$ cat config.mk
export PLATFORM = sky130hd
export DESIGN_NAME = sflash_cmd_engine
export DESIGN_NICKNAME = d
export VERILOG_FILES = /design/src/rtl/sf_pkg.sv /design/src/rtl/sf_clk_div.sv /design/src/rtl/sf_shift.sv /design/src/rtl/sf_ctrl.sv /design/src/rtl/sflash_cmd_engine.sv
export SDC_FILE = /design/constraint.sdc
export NUM_CORES = 1
export LEC_CHECK = 0
export BUFFER_PORTS_ARGS = -buffer_cell sky130_fd_sc_hd__buf_2
export CORE_UTILIZATION = 39
export CTS_CLUSTER_DIAMETER = 80
export CTS_CLUSTER_SIZE = 30
export DETAILED_ROUTE_END_ITERATION = 10
export PLACE_DENSITY_LB_ADDON = 0.1
export SLEW_MARGIN = 20
export SYNTH_ARGS = -nofsm -noshare
export SYNTH_HDL_FRONTEND = slang
export SYNTH_SLANG_ARGS = --single-unit
$ cat constraint.sdc
create_clock -name clk_i -period 4.6 [get_ports clk_i]
set_input_delay 1.38 -clock clk_i [delete_from_list [all_inputs] [get_ports clk_i]]
set_output_delay 1.38 -clock clk_i [all_outputs]
set_load 0.01 [all_outputs]
$ cat src/rtl/sf_pkg.sv
package sf_pkg;
  localparam int unsigned DATA_BYTES = 4;
  localparam int unsigned DW         = 8 * DATA_BYTES;
  localparam int unsigned CNT_W      = $clog2(DATA_BYTES);
  localparam int unsigned BIT_W      = $clog2(DW);
  localparam int unsigned BUSY_BIT   = 31;

  localparam logic SEL_DATA = 1'b0;
  localparam logic SEL_OP   = 1'b1;

  // operation word low bits: {cont, cnt_m1, tx}
  typedef struct packed {
    logic             cont;
    logic [CNT_W-1:0] cnt_m1;
    logic             tx;
  } sf_op_t;

  localparam int unsigned OP_W = $bits(sf_op_t);

  // wire order -> register bit: byte ascending, bit descending in byte
  function automatic logic [BIT_W-1:0] seq_to_bit(logic [BIT_W-1:0] seq);
    return {seq[BIT_W-1:3], ~seq[2:0]};
  endfunction
endpackage

$ cat src/rtl/sf_clk_div.sv
module sf_clk_div #(
  parameter int unsigned DIV = 2
) (
  input  logic clk_i,
  input  logic rst_ni,
  input  logic run_i,
  output logic tick_o
);
  localparam int unsigned CW = (DIV > 1) ? $clog2(DIV) : 1;
  localparam logic [CW-1:0] LAST = CW'(DIV - 1);

  logic [CW-1:0] cnt_q;

  always_ff @(posedge clk_i or negedge rst_ni) begin
    if (!rst_ni)                     cnt_q <= '0;
    else if (!run_i || cnt_q == LAST) cnt_q <= '0;
    else                              cnt_q <= cnt_q + 1'b1;
  end

  assign tick_o = run_i && (cnt_q == LAST);
endmodule

$ cat src/rtl/sf_shift.sv
module sf_shift
  import sf_pkg::*;
(
  input  logic             clk_i,
  input  logic             rst_ni,
  input  logic             start_i,
  input  logic             tx_i,
  input  logic [CNT_W-1:0] cnt_m1_i,
  input  logic [DW-1:0]    data_i,
  input  logic             tick_i,
  input  logic             miso_i,
  output logic             sck_o,
  output logic             mosi_o,
  output logic             active_o,
  output logic             done_o,
  output logic [DW-1:0]    rx_o
);
  logic             active_q, sck_q, mosi_q, tx_q;
  logic [BIT_W-1:0] seq_q, last_q, seq_nxt;
  logic [DW-1:0]    rx_q;

  assign seq_nxt = seq_q + 1'b1;
  assign done_o  = active_q && tick_i && sck_q && (seq_q == last_q);

  always_ff @(posedge clk_i or negedge rst_ni) begin
    if (!rst_ni) begin
      active_q <= 1'b0;
      sck_q    <= 1'b0;
      mosi_q   <= 1'b0;
      tx_q     <= 1'b0;
      seq_q    <= '0;
      last_q   <= '0;
      rx_q     <= '0;
    end else if (start_i) begin
      active_q <= 1'b1;
      sck_q    <= 1'b0;
      tx_q     <= tx_i;
      seq_q    <= '0;
      last_q   <= {cnt_m1_i, 3'b111};
      rx_q     <= '0;
      mosi_q   <= tx_i & data_i[seq_to_bit('0)];
    end else if (active_q && tick_i) begin
      if (!sck_q) begin
        sck_q <= 1'b1;                       // rising edge: sample
        if (!tx_q) rx_q[seq_to_bit(seq_q)] <= miso_i;
      end else begin
        sck_q <= 1'b0;                       // falling edge: advance
        if (seq_q == last_q) begin
          active_q <= 1'b0;
          mosi_q   <= 1'b0;
        end else begin
          seq_q  <= seq_nxt;
          mosi_q <= tx_q & data_i[seq_to_bit(seq_nxt)];
        end
      end
    end
  end

  assign sck_o    = sck_q;
  assign mosi_o   = mosi_q;
  assign active_o = active_q;
  assign rx_o     = rx_q;

  // MOSI holds through the high phase
  a_r6_mosi_stable_high: assert property (@(posedge clk_i) disable iff (!rst_ni)
    (sck_q && $past(sck_q)) |-> $stable(mosi_q))
    else $error("a_r6_mosi_stable_high");
endmodule

$ cat src/rtl/sf_ctrl.sv
module sf_ctrl
  import sf_pkg::*;
(
  input  logic          clk_i,
  input  logic          rst_ni,
  input  logic          wr_i,
  input  logic          sel_i,
  input  logic [DW-1:0] wdata_i,
  input  logic          done_i,
  input  logic [DW-1:0] rx_i,
  output logic          busy_o,
  output logic          cs_n_o,
  output logic          start_o,
  output sf_op_t        op_new_o,
  output sf_op_t        op_o,
  output logic [DW-1:0] data_o
);
  logic          busy_q, cs_n_q;
  sf_op_t        op_q;
  logic [DW-1:0] data_q;
  logic          start, data_wr;

  assign op_new_o = sf_op_t'(wdata_i[OP_W-1:0]);
  assign start    = wr_i && (sel_i == SEL_OP)   && !busy_q;
  assign data_wr  = wr_i && (sel_i == SEL_DATA) && !busy_q;

  always_ff @(posedge clk_i or negedge rst_ni) begin
    if (!rst_ni) begin
      busy_q <= 1'b0;
      cs_n_q <= 1'b1;
      op_q   <= '0;
      data_q <= '0;
    end else begin
      if (start) begin
        busy_q <= 1'b1;
        cs_n_q <= 1'b0;
        op_q   <= op_new_o;
      end else if (done_i) begin
        busy_q <= 1'b0;
        if (!op_q.cont) cs_n_q <= 1'b1;
        if (!op_q.tx)   data_q <= rx_i;
      end
      if (data_wr) data_q <= wdata_i;
    end
  end

  assign busy_o  = busy_q;
  assign cs_n_o  = cs_n_q;
  assign start_o = start;
  assign op_o    = op_q;
  assign data_o  = data_q;

  a_r2_start_sets_busy: assert property (@(posedge clk_i) disable iff (!rst_ni)
    start |=> (busy_q && !cs_n_q)) else $error("a_r2_start_sets_busy");
  a_r5_cs_low_busy: assert property (@(posedge clk_i) disable iff (!rst_ni)
    busy_q |-> !cs_n_q) else $error("a_r5_cs_low_busy");
  a_r5_cs_release: assert property (@(posedge clk_i) disable iff (!rst_ni)
    (done_i && !op_q.cont) |=> cs_n_q) else $error("a_r5_cs_release");
  a_r5_cs_hold: assert property (@(posedge clk_i) disable iff (!rst_ni)
    (done_i && op_q.cont) |=> !cs_n_q) else $error("a_r5_cs_hold");
  a_r7_op_frozen: assert property (@(posedge clk_i) disable iff (!rst_ni)
    (busy_q && $past(busy_q)) |-> $stable(op_q)) else $error("a_r7_op_frozen");
  a_r8_data_frozen: assert property (@(posedge clk_i) disable iff (!rst_ni)
    (busy_q && $past(busy_q)) |-> $stable(data_q)) else $error("a_r8_data_frozen");
endmodule

$ cat src/rtl/sflash_cmd_engine.sv
module sflash_cmd_engine
  import sf_pkg::*;
#(
  parameter int unsigned CLK_DIV = 2
) (
  input  logic          clk_i,
  input  logic          rst_ni,
  input  logic          reg_wr_i,
  input  logic          reg_sel_i,
  input  logic [DW-1:0] reg_wdata_i,
  output logic [DW-1:0] data_rdata_o,
  output logic [31:0]   op_rdata_o,
  output logic          spi_sck_o,
  output logic          spi_cs_no,
  output logic          spi_mosi_o,
  input  logic          spi_miso_i
);
  localparam int unsigned PAD_W = BUSY_BIT - OP_W;

  logic          busy, start, done, tick, active;
  sf_op_t        op_new, op_q;
  logic [DW-1:0] data_q, rx;

  sf_ctrl u_ctrl (
    .clk_i    (clk_i),
    .rst_ni   (rst_ni),
    .wr_i     (reg_wr_i),
    .sel_i    (reg_sel_i),
    .wdata_i  (reg_wdata_i),
    .done_i   (done),
    .rx_i     (rx),
    .busy_o   (busy),
    .cs_n_o   (spi_cs_no),
    .start_o  (start),
    .op_new_o (op_new),
    .op_o     (op_q),
    .data_o   (data_q)
  );

  sf_clk_div #(.DIV(CLK_DIV)) u_div (
    .clk_i  (clk_i),
    .rst_ni (rst_ni),
    .run_i  (busy),
    .tick_o (tick)
  );

  sf_shift u_shift (
    .clk_i    (clk_i),
    .rst_ni   (rst_ni),
    .start_i  (start),
    .tx_i     (op_new.tx),
    .cnt_m1_i (op_new.cnt_m1),
    .data_i   (data_q),
    .tick_i   (tick),
    .miso_i   (spi_miso_i),
    .sck_o    (spi_sck_o),
    .mosi_o   (spi_mosi_o),
    .active_o (active),
    .done_o   (done),
    .rx_o     (rx)
  );

  assign data_rdata_o = data_q;
  assign op_rdata_o   = {busy, {PAD_W{1'b0}}, op_q};

  a_r6_sck_idle_low: assert property (@(posedge clk_i) disable iff (!rst_ni)
    !busy |-> !spi_sck_o) else $error("a_r6_sck_idle_low");
  a_r2_busy_covers_shift: assert property (@(posedge clk_i) disable iff (!rst_ni)
    busy |-> active) else $error("a_r2_busy_covers_shift");
endmodule

==> results of run 1 <==
[final cells by class]
class	count	area, µm²	area share (%)
timing repair buffer	83	439	8.59
multi-input combinational	344	2160	42.2
inverter	4	15.0	0.294
tap	140	175	3.43
clock inverter	5	80.1	1.57
sequential	80	2000	39.2
clock buffer	11	243	4.75
[state kept, by name, indices dropped and copies added, names as in the netlist]
name,count
u_ctrl.busy_o,1
u_ctrl.cs_n_o,1
u_ctrl.data_o,32
u_ctrl.op_o,3
u_div.cnt_q,1
u_shift.active_o,1
u_shift.last_q,1
u_shift.mosi_o,1
u_shift.rx_o,32
u_shift.sck_o,1
u_shift.seq_q,5
u_shift.tx_q,1
[Yosys cell counts (3+ instances only)]
library cell | number | share of area [%]
nand2_1 | 115 | 9.7
dfrtp_1 | 79 | 44
mux2i_1 | 46 | 10
nand3_1 | 33 | 3.7
buf_4 | 31 | 5.2
a21oi_1 | 28 | 3.1
o21ai_2 | 28 | 5.5
clkbuf_1 | 21 | 1.8
nor2_1 | 11 | 0.92
buf_6 | 8 | 2.0
mux4_2 | 6 | 3.0
ha_1 | 4 | 1.1
inv_1 | 4 | 0.34
nor3b_1 | 4 | 0.67
nor4b_1 | 4 | 0.78
o21ai_1 | 4 | 0.45
xor2_1 | 4 | 0.78
mux2_2 | 3 | 0.76
nor2b_1 | 3 | 0.42
[power by group through the flow]
| stage | Combinational (mW) | Clock [mW] | Sequential, mW |
|---|---|---|---|
| 3_3_place_gp | 1.21 | 0 | 1.35 |
| 5_1_grt | 1.38 | 0.819 | 1.38 |
| 4_1_cts | 1.24 | 0.794 | 1.35 |
| 3_5_place_dp | 1.23 | 0 | 1.36 |
| 6_report | 1.22 | 0.779 | 1.34 |
| 2_1_floorplan | 0.935 | 0 | 1.26 |
[layer usage]
layer	track usage, %	vias up	wire [µm]
met1	27.2	1577	5070
met5	0	-	0
met3	4.00	9	492
met4	6.37	0	143
met2	31.7	88	5180
li1	-	1657	-
[layout by cell type, fill, tap and decap left out, drive strengths merged, types with 2 or more instances in the layout]
cell type and instances:
nand2 115, a21oi 28, mux2 3, xor2 4, ha 4, mux4 6, nor3b 4, nand4 2
clkinvlp 2, nor2b 3, inv 4, nor4b 4, and2 2, o21ai 33, clkbuf 11, dfrtp 79
mux2i 46, nand3 33, conb 27, buf 83, and3b 2, nor2 11, xnor2 2, and3 2
bufinv 2, o31ai 2
[cell families after synthesis]
family / synth area share (%)
xor gates and xnor gates: 1.17
adders and majority gates: 1.12
DFF: 44.8
and+or+nand+nor: 18.2
other: 0.0838
buffers and inverters: 9.85
AOI/OAI and AO/OA: 10.7
muxes: 14.1
[per-stage QoR]
stage	setup slack, ps	power, mW	hold WS (ps)
6_report	1510	3.34	474
5_1_grt	1300	3.58	490
4_1_cts	1460	3.38	476
3_5_place_dp	1430	2.59	467
3_3_place_gp	1470	2.56	447
2_1_floorplan	1920	2.19	426
[path summary, 6_finish.rpt]
path	from	endpoint	slack [ps]	cells past startpoint
worst max-delay path	u_shift.seq_q[0]$_DFFE_PN0P_	u_ctrl.data_o[31]$_DFFE_PN0P_	1510	6
worst min-delay path	u_div.cnt_q$_DFF_PN0_	u_div.cnt_q$_DFF_PN0_	470	1
worst max register to register	u_shift.seq_q[0]$_DFFE_PN0P_	u_ctrl.data_o[31]$_DFFE_PN0P_	1510	6
worst min register to register	u_div.cnt_q$_DFF_PN0_	u_div.cnt_q$_DFF_PN0_	470	1
max in group asynchronous	rst_ni	u_shift.rx_o[20]$_DFFE_PN0P_	3010	1
min in group asynchronous	rst_ni	u_shift.tx_q$_DFFE_PN0P_	1080	1
==> metrics.txt, run 1 <==
status=finished, final reports clean; CP Launch Type=register; sw power=around 1.3 mW; Peak VDD IR=about 270 µV; Crit. End Element=register; final antenna-violating net count=0; Crit path largest cell delay=~730 ps; distinct cell type count after synthesis=between 40 and 50; Fmax=roughly 320 MHz; DRC violations left=0; Remaining Overflow, GRT=0; first-pass GRT wire length=17.7 mm; Internal Dissipation=~2 mW; fin nets=563; per-cell routed wire length=about 16 µm; Post-synth EDFFs=0; worst clock skew=about 8.4 ps; via count=3331; Yosys reg bits=80; Main synth FF type=dfrtp_1; syn avg cell area=roughly 9.6 µm²; root buffer cell=clkbuf_16; cell area after layout=between 0.005 and 0.006 mm²; WS Path Type=reg2reg; clk sinks=80; crit share post-route=67.2%; sequential area share after synthesis=between 40 and 50%; Max Cap Viol=0; RSZ-0062 raised after global routing=false; post-detailed-routing wire length=roughly 11 mm; layout cells sized above 1=a little over a quarter; fin cells=approximately 670; # rows=38; post-CTS setup buffer count=0; post-layout util=a little under half; Worst-Skew Late Latency=between 300 and 400 ps; Die Ht=roughly 110 µm; yosys synthesis warning count=0; placed cell area=~0.0048 mm²; # resized after CTS=0; clock power share=between 20% and 30%; Net Sw Frac=between 30% and 40%; Core ar.=between 0.01 and 0.015 mm²; DP HPWL=~7.3 mm; placed cells=about 650; die width=approximately 110 µm; Slew Viols, Final=0; power share of the combinational group=between 30% and 40%; Initial Util=40.7%; Buf/Inv on CP=1; share of synthesized flip-flops with an asynchronous set or reset=100%; vias in the first global route=about 3300; Reg power frac=approximately two fifths; DR vias/cell=around 5.0; First-pass DRT Iterations=4; routability cong.=about 0.78; Rel. slew slack=around 36%; CP max FO=33; cells after synthesis=between 400 and 500; Final Hold Fails=0; CTS H-tree depth=3; leakage=~2.3 nW; area grow syn2layout=14.3%; top cell family by delay on the critical path=compound AO/OA/AOI/OAI gates; Final min period=about 3000 ps; Antenna diodes=0; Total GRT Usage=20.0%; Power Density=between 600 and 700 mW/mm²; antenna violations before repair=0; Worst-Margin Slew=between 900 and 1000 ps; Setup violations, final=0; Worst EP required=approximately 4800 ps; Port-buffer cells=76; endpoint arrival time on the critical path=roughly 3300 ps; clock tree buffer depth=2; slowest CP cell=dfrtp_1; Ports=~100; total die area=between 0.01 and 0.015 mm²; post-route setup TNS=0 ps; Layout fillers=around 1100; Post-Syn Area=about 0.0045 mm²; CTS Hold Bufs=0; CTS buffer count=9; worst path cell trace=or4_4, a2111o_1, o31a_2, buf_4, nand2_1, o21ai_2; CTS tree=yes; largest net degree at the start of global routing=between 80 and 90; Initial DRC Count=roughly 110; Clock transition at path regs=roughly 60 ps; Hold Crit Class=reg2reg
(Power assumes the default switching activity.)
==> run 2: changes to the inputs <==
==> constraint.sdc (replaced) <==
create_clock -name clk_i -period 2.9 [get_ports clk_i]
set_input_delay 0.87 -clock clk_i [delete_from_list [all_inputs] [get_ports clk_i]]
set_output_delay 0.87 -clock clk_i [all_outputs]
set_load 0.01 [all_outputs]
==> run 2 against run 1 <==
Utilization is 1.4 points higher. Combinational power is 70% higher. Register-to-register slack worse by 1000 ps. Critical path depth stayed put. Sequential share of layout area is 1.1 points lower. Clock skew is 0.97 ps higher. Global-route usage is 0.56 points higher. Non-clock buffer count is 13 higher. Largest cell class unchanged. Largest power group is now combinational cells. Highest routed layer unchanged.
==> metrics.txt, run 2 (synthesized netlist as in run 1, its figures left out) <==
status=finished, final reports clean (unchanged); commonest non-fill, non-tap cell in the layout=nand2_1 (unchanged); routability cong.=0.825 (was 0.781); Peak VDD IR=381 µV (was 270 µV); Worst-Skew Late Latency=350 ps (was 340 ps); Crit. End Element=register (unchanged); post-CTS setup buffer count=0 (unchanged); CTS tree=yes (unchanged); worst clock skew=9.42 ps (was 8.44 ps); Reg area=0.00200 mm² (unchanged); Total GRT Usage=20.5% (was 20.0%); Final min period=2400 ps (was 3090 ps); via count=3408 (was 3331); final antenna-violating net count=0 (unchanged); DR vias/cell=5.01 (was 4.99); DRC violations left=0 (unchanged); Clock transition at path regs=60 ps (about the same); vias in the first global route=3322 (was 3281); Setup violations, final=0 (unchanged); endpoint arrival time on the critical path=2620 ps (was 3320 ps); clock tree buffer depth=2 (unchanged); leakage=2.42 nW (was 2.33 nW); First-pass DRT Iterations=4 (unchanged); clk sinks=80 (unchanged); first-pass GRT wire length=18.2 mm (was 17.7 mm); # resized after CTS=0 (unchanged); area grow syn2layout=17.7% (was 14.3%); Antenna diodes=0 (unchanged); met3 wire len=342 µm (was 492 µm); per-cell routed wire length=16.2 µm (was 16.3 µm); top routing layer used=met4 (unchanged); Remaining Overflow, GRT=0 (unchanged); CP Launch Type=register (unchanged); Initial DRC Count=184 (was 114); Hold Crit Class=reg2reg (unchanged); Reg power frac=37.0% (was 40.1%); cell area after layout=0.00527 mm² (was 0.00511 mm²); clock power share=25.5% (was 23.4%); # rows=38 (unchanged); CTS Hold Bufs=0 (unchanged); Core ar.=0.0110 mm² (unchanged); routed length on met2=5.21 mm (was 5.18 mm); layout cells sized above 1=29.3% (was 27.3%); Ports=104 (unchanged); power share of the combinational group=37.5% (was 36.6%); Power Density=1050 mW/mm² (was 653 mW/mm²); Port-buffer cells=76 (unchanged); WS Path Type=reg2reg (unchanged); CTS H-tree depth=3 (unchanged); antenna violations before repair=0 (unchanged); largest net degree at the start of global routing=43 (was 81); Net Sw Frac=37.2% (was 38.3%); Max Cap Viol=0 (unchanged); fin nets=576 (was 563); crit share post-route=82.8% (was 67.2%); Worst-Margin Slew=891 ps (was 961 ps); total die area=0.0119 mm² (unchanged); root buffer cell=clkbuf_16 (unchanged); die width=109 µm (unchanged); placed cell area=0.00490 mm² (was 0.00479 mm²); Layout fillers=1040 (was 1069); post-detailed-routing wire length=11.0 mm (was 10.9 mm); Fmax=417 MHz (was 323 MHz); Initial Util=40.7% (unchanged); Slew Viols, Final=0 (unchanged); most frequent cells in the layout=115 x nand2_1, 79 x dfrtp_1, 75 x buf_2 (unchanged); post-route setup TNS=0 ps (unchanged); Rel. slew slack=40.4% (was 35.9%); RSZ-0062 raised after global routing=false (unchanged); sw power=2.06 mW (was 1.28 mW); CP max FO=36 (was 33); Die Ht=109 µm (unchanged); Worst EP required=3120 ps (was 4820 ps); Internal Dissipation=3.48 mW (was 2.06 mW); CTS buffer count=9 (unchanged); Multi-input gate area=0.00216 mm² (unchanged); Final Hold Fails=0 (unchanged); Metal-1 WL=5.27 mm (was 5.07 mm); DP HPWL=8.03 mm (was 7.28 mm)
run 2: cell count changes in the layout (fill, tap and decap cells not counted):
cell / previous run / this run
buf_4: 7 / 20
bufinv_16: 2 / 4
buf_12: 0 / 1
buf_6: 1 / 0
clkbuf_1: 1 / 0
clkbuf_8: 1 / 0
clkinv_2: 1 / 0
clkinv_4: 0 / 1
run 2: final cells by class:
type	instances	share of cell area [%]
clock buffer	9	4.28
clock inverter	7	2.73
tap	140	3.33
timing repair buffer	96	10.4
inverter	4	0.285
sequential	80	38.0
multi-input combinational	344	41.0
run 2: through the flow:
stage	worst slack, ps	util (%)	instances	power (mW)	hold WS, ps
after floorplan	249	-	493	3.48	426
after global placement	550	44.6	664	4.12	448
after detailed placement	522	44.6	664	4.18	457
after CTS	499	47.9	680	5.60	464
after global routing	359	47.9	680	5.96	490
final	500	47.9	680	5.55	464
run 2: power by group through the flow:
stage,combinational [mW],sequential [mW],clock [mW]
2_1_floorplan,1.48,2.00,0
3_3_place_gp,2.05,2.08,0
3_5_place_dp,2.10,2.08,0
4_1_cts,2.11,2.06,1.43
5_1_grt,2.36,2.12,1.48
6_report,2.08,2.06,1.41
run 2: final timing paths:
| path | startpoint | to | slack, ps | cells after the start |
|---|---|---|---|---|
| min in group asynchronous | rst_ni | u_ctrl.busy_o$_DFFE_PN0P_ | 510 | 1 |
| min reg2reg | u_div.cnt_q$_DFF_PN0_ | u_div.cnt_q$_DFF_PN0_ | 460 | 1 |
| max in group asynchronous | rst_ni | u_ctrl.data_o[17]$_DFFE_PN0P_ | 1770 | 2 |
| max reg2reg | u_shift.seq_q[1]$_DFFE_PN0P_ | u_ctrl.data_o[18]$_DFFE_PN0P_ | 500 | 6 |
| max | u_shift.seq_q[1]$_DFFE_PN0P_ | u_ctrl.data_o[18]$_DFFE_PN0P_ | 500 | 6 |
| min | u_div.cnt_q$_DFF_PN0_ | u_div.cnt_q$_DFF_PN0_ | 460 | 1 |
run 2: layer usage:
metal,global-route usage [%],vias up
li1,-,1679
met1,28.5,1645
met2,31.8,73
met3,3.35,11
met4,8.11,0
met5,0,-
run 2: critical path, cell delays in order, from the launching register on:
cell,delay (ps)
dfrtp_1,450
or4_4,550
a2111o_1,460
o31a_2,330
buf_4,260
nand2_1,140
o21ai_2,60
==> run 3: changes to the inputs <==
--- a/config.mk
+++ b/config.mk
@@ -5,6 +5,7 @@
 export SDC_FILE = /design/constraint.sdc
 export NUM_CORES = 1
 export LEC_CHECK = 0
+export ABC_AREA = 1
 export BUFFER_PORTS_ARGS = -buffer_cell sky130_fd_sc_hd__buf_2
 export CORE_UTILIZATION = 39
 export CTS_CLUSTER_DIAMETER = 80
==> constraint.sdc (replaced) <==
create_clock -name clk_i -period 2.4 [get_ports clk_i]
set_input_delay 0.72 -clock clk_i [delete_from_list [all_inputs] [get_ports clk_i]]
set_output_delay 0.72 -clock clk_i [all_outputs]
set_load 0.01 [all_outputs]
==> run 3 against run 2 <==
Final cell count is 12% higher. Area after synthesis down 1.1%. Sequential share of layout area rose by 0.49 points. Utilization is 0.40 points lower. Die area decreased by 1.1%. Clock power up 5%. Fmax rose by 11%. Highest routed layer unchanged.
==> metrics.txt, run 3 <==
status=finished, final reports clean (unchanged); CP dominant cell by count=nand3_1; leakage=2.60 nW (was 2.42 nW); routability cong.=0.905 (was 0.825); count leader, synth=nand2_1 (unchanged); first-pass GRT wire length=19.0 mm (was 18.2 mm); root buffer cell=clkbuf_16 (unchanged); CTS H-tree depth=3 (unchanged); slowest CP cell=dfrtp_1 (was or4_4); Worst EP required=2660 ps (was 3120 ps); post-synth top area share=44.7% (was 44.2%); clk sinks=80 (unchanged); Crit path largest cell delay=440 ps (was 550 ps); Core ar.=0.0109 mm² (was 0.0110 mm²); DP HPWL=8.57 mm (was 8.03 mm); DRC violations left=0 (unchanged); clock tree buffer depth=2 (unchanged); Antenna diodes=0 (unchanged); Yosys reg bits=80 (unchanged); fin nets=656 (was 576); Post-Syn Area=0.00442 mm² (was 0.00447 mm²); largest net degree at the start of global routing=42 (was 43); Clock transition at path regs=60 ps (about the same); Main synth FF type=dfrtp_1 (unchanged); cells after synthesis=541 (was 467); Final Hold Fails=0 (unchanged); Ports=104 (unchanged); sequential area share after synthesis=45.3% (was 44.8%); Area contributors post-synth=dfrtp_1 45%, nand2_1 9.3%, nand3_1 6.6% (was dfrtp_1 44%, mux2i_1 10%, nand2_1 9.7%); crit share post-route=90.2% (was 82.8%); Worst-Margin Slew=562 ps (was 891 ps); worst path cell trace=ha_1, nand2_1, inv_1, nor2_2, inv_1, nand3_1, nand3_1, nand3_1, nand3_1, a21oi_1 (was or4_4, a2111o_1, o31a_2, buf_4, nand2_1, o21ai_2); Synth area leader=dfrtp_1 (unchanged); post-route setup TNS=0 ps (unchanged); # resized after CTS=0 (unchanged); # rows=38 (unchanged); Total GRT Usage=21.6% (was 20.5%); antenna violations before repair=0 (unchanged); Initial Util=40.4% (was 40.7%); syn avg cell area=8.17 µm² (was 9.58 µm²); WS Path Type=reg2reg (unchanged); First-pass DRT Iterations=5 (was 4); via count=3767 (was 3408); CP max FO=6 (was 36); reg2reg start=u_shift.seq_q[0]$_DFFE_PN0P_ (was u_shift.seq_q[1]$_DFFE_PN0P_); Slew Viols, Final=0 (unchanged); Initial DRC Count=208 (was 184); final antenna-violating net count=0 (unchanged); most frequent cells in the layout=110 x nand2_1, 79 x dfrtp_1, 75 x buf_2 (was 115 x nand2_1, 79 x dfrtp_1, 75 x buf_2); Remaining Overflow, GRT=0 (unchanged); Tot Pwr=5.55 mW (about the same); Rel. slew slack=62.5% (was 40.4%); Final min period=2170 ps (was 2400 ps); RSZ-0062 raised after global routing=false (unchanged); total die area=0.0118 mm² (was 0.0119 mm²); Final Hold Slack=286 ps (was 464 ps); per-cell routed wire length=15.4 µm (was 16.2 µm); r2r setup slk=230 ps (was 500 ps); layout cells sized above 1=22.3% (was 29.3%); Worst-Skew Late Latency=340 ps (was 350 ps); die width=108 µm (was 109 µm); post-detailed-routing wire length=11.7 mm (was 11.0 mm); R2R depth=10 (was 6); crit path to=u_shift.mosi_o$_DFFE_PN0P_ (was u_ctrl.data_o[18]$_DFFE_PN0P_); crit path from=u_shift.seq_q[0]$_DFFE_PN0P_ (was u_shift.seq_q[1]$_DFFE_PN0P_); CTS Hold Bufs=0 (unchanged); Peak VDD IR=472 µV (was 381 µV); vias in the first global route=3698 (was 3322); Crit. End Element=register (unchanged); endpoint arrival time on the critical path=2430 ps (was 2620 ps); Max Cap Viol=0 (unchanged); Setup violations, final=0 (unchanged); CP Launch Type=register (unchanged); Hold Crit Class=in2async (was reg2reg); worst clock skew=7.05 ps (was 9.42 ps); Die Ht=108 µm (was 109 µm); DR vias/cell=4.96 (was 5.01); Port-buffer cells=76 (unchanged); Power Density=1070 mW/mm² (was 1050 mW/mm²); CTS buffer count=9 (unchanged); distinct cell type count after synthesis=34 (was 42); Critical R2R Capture=u_shift.mosi_o$_DFFE_PN0P_ (was u_ctrl.data_o[18]$_DFFE_PN0P_); commonest non-fill, non-tap cell in the layout=nand2_1 (unchanged); Synth top cells by count=110 x nand2_1, 79 x dfrtp_1, 67 x inv_1 (was 115 x nand2_1, 79 x dfrtp_1, 46 x mux2i_1); post-CTS setup buffer count=0 (unchanged); Post-synth EDFFs=0 (unchanged); area grow syn2layout=17.6% (was 17.7%); share of synthesized flip-flops with an asynchronous set or reset=100% (unchanged); CTS tree=yes (unchanged); Fmax=462 MHz (was 417 MHz); yosys synthesis warning count=0 (unchanged)
[run 3: cell count changes after synthesis, moves of 16 or more]
cell	change
o21ai_1	+26
nand3_1	+25
o21ai_2	-27
mux2_2	+21
o31ai_1	+21
inv_1	+63
nor2_1	+16
mux2i_1	-46
[run 3: where the power goes]
part	total, mW	internal (mW)	switching (mW)
Clock	1.48	0.940	0.540
Combinational	2.13	0.788	1.34
Sequential	1.94	1.70	0.237
[run 3: per-stage QoR]
stage	util (%)	cell area [µm²]	instances	worst slack (ps)
after floorplan	-	4520	567	238
after global placement	44.6	4880	744	63.5
after global routing	47.6	5200	760	72.7
after CTS	47.5	5200	760	64.9
final	47.6	5200	760	234
after detailed placement	44.6	4880	744	73.8
[run 3: metal layers]
metal  vias to the layer above  wire length (µm)  track usage (%)
met5                         -                 0                0
met4                         0               221             8.40
met3                        16               491             2.53
met2                       104              5350             34.1
met1                      1762              5650             30.0
li1                       1885                 -                -
[run 3: cell type report]
cell class / instances / area [µm²]
Multi-Input combinational cell: 360 / 1900
Fill cell: 1104 / 5740
Tap cell: 140 / 175
Timing Repair Buffer: 93 / 536
Inverter: 71 / 267
Clock inverter: 3 / 65.1
Clock buffer: 13 / 250
Sequential cell: 80 / 2000
[run 3: worst max-delay path, delay by kind of cell, from the launching register on]
kind            cells  cell delay [ps]
compound gates      1              130
fa+ha+maj           1              290
buf+inv             2              310
flops               1              440
simple gates        6              910
[run 3: worst min path at each step]
| stage | start | end | slack (ps) |
|---|---|---|---|
| 2_1_floorplan | u_div.cnt_q$_DFF_PN0_ | u_div.cnt_q$_DFF_PN0_ | 400 |
| 4_1_cts | rst_ni | u_ctrl.data_o[8]$_DFFE_PN0P_ | 290 |
| 3_5_place_dp | u_div.cnt_q$_DFF_PN0_ | u_div.cnt_q$_DFF_PN0_ | 450 |
| 6_report | rst_ni | u_div.cnt_q$_DFF_PN0_ | 290 |
| 3_3_place_gp | u_div.cnt_q$_DFF_PN0_ | u_div.cnt_q$_DFF_PN0_ | 420 |
| 5_1_grt | rst_ni | u_div.cnt_q$_DFF_PN0_ | 300 |
[run 3: cell families after synthesis]
family	Yosys count	share of synthesized area [%]
other cells	1	0.0848
mux	24	6.11
xor+xnor	3	0.594
compound gates	98	13.5
fa+ha+maj	4	1.13
buf+inv	127	13.9
simple gates	204	19.4
flops	80	45.3
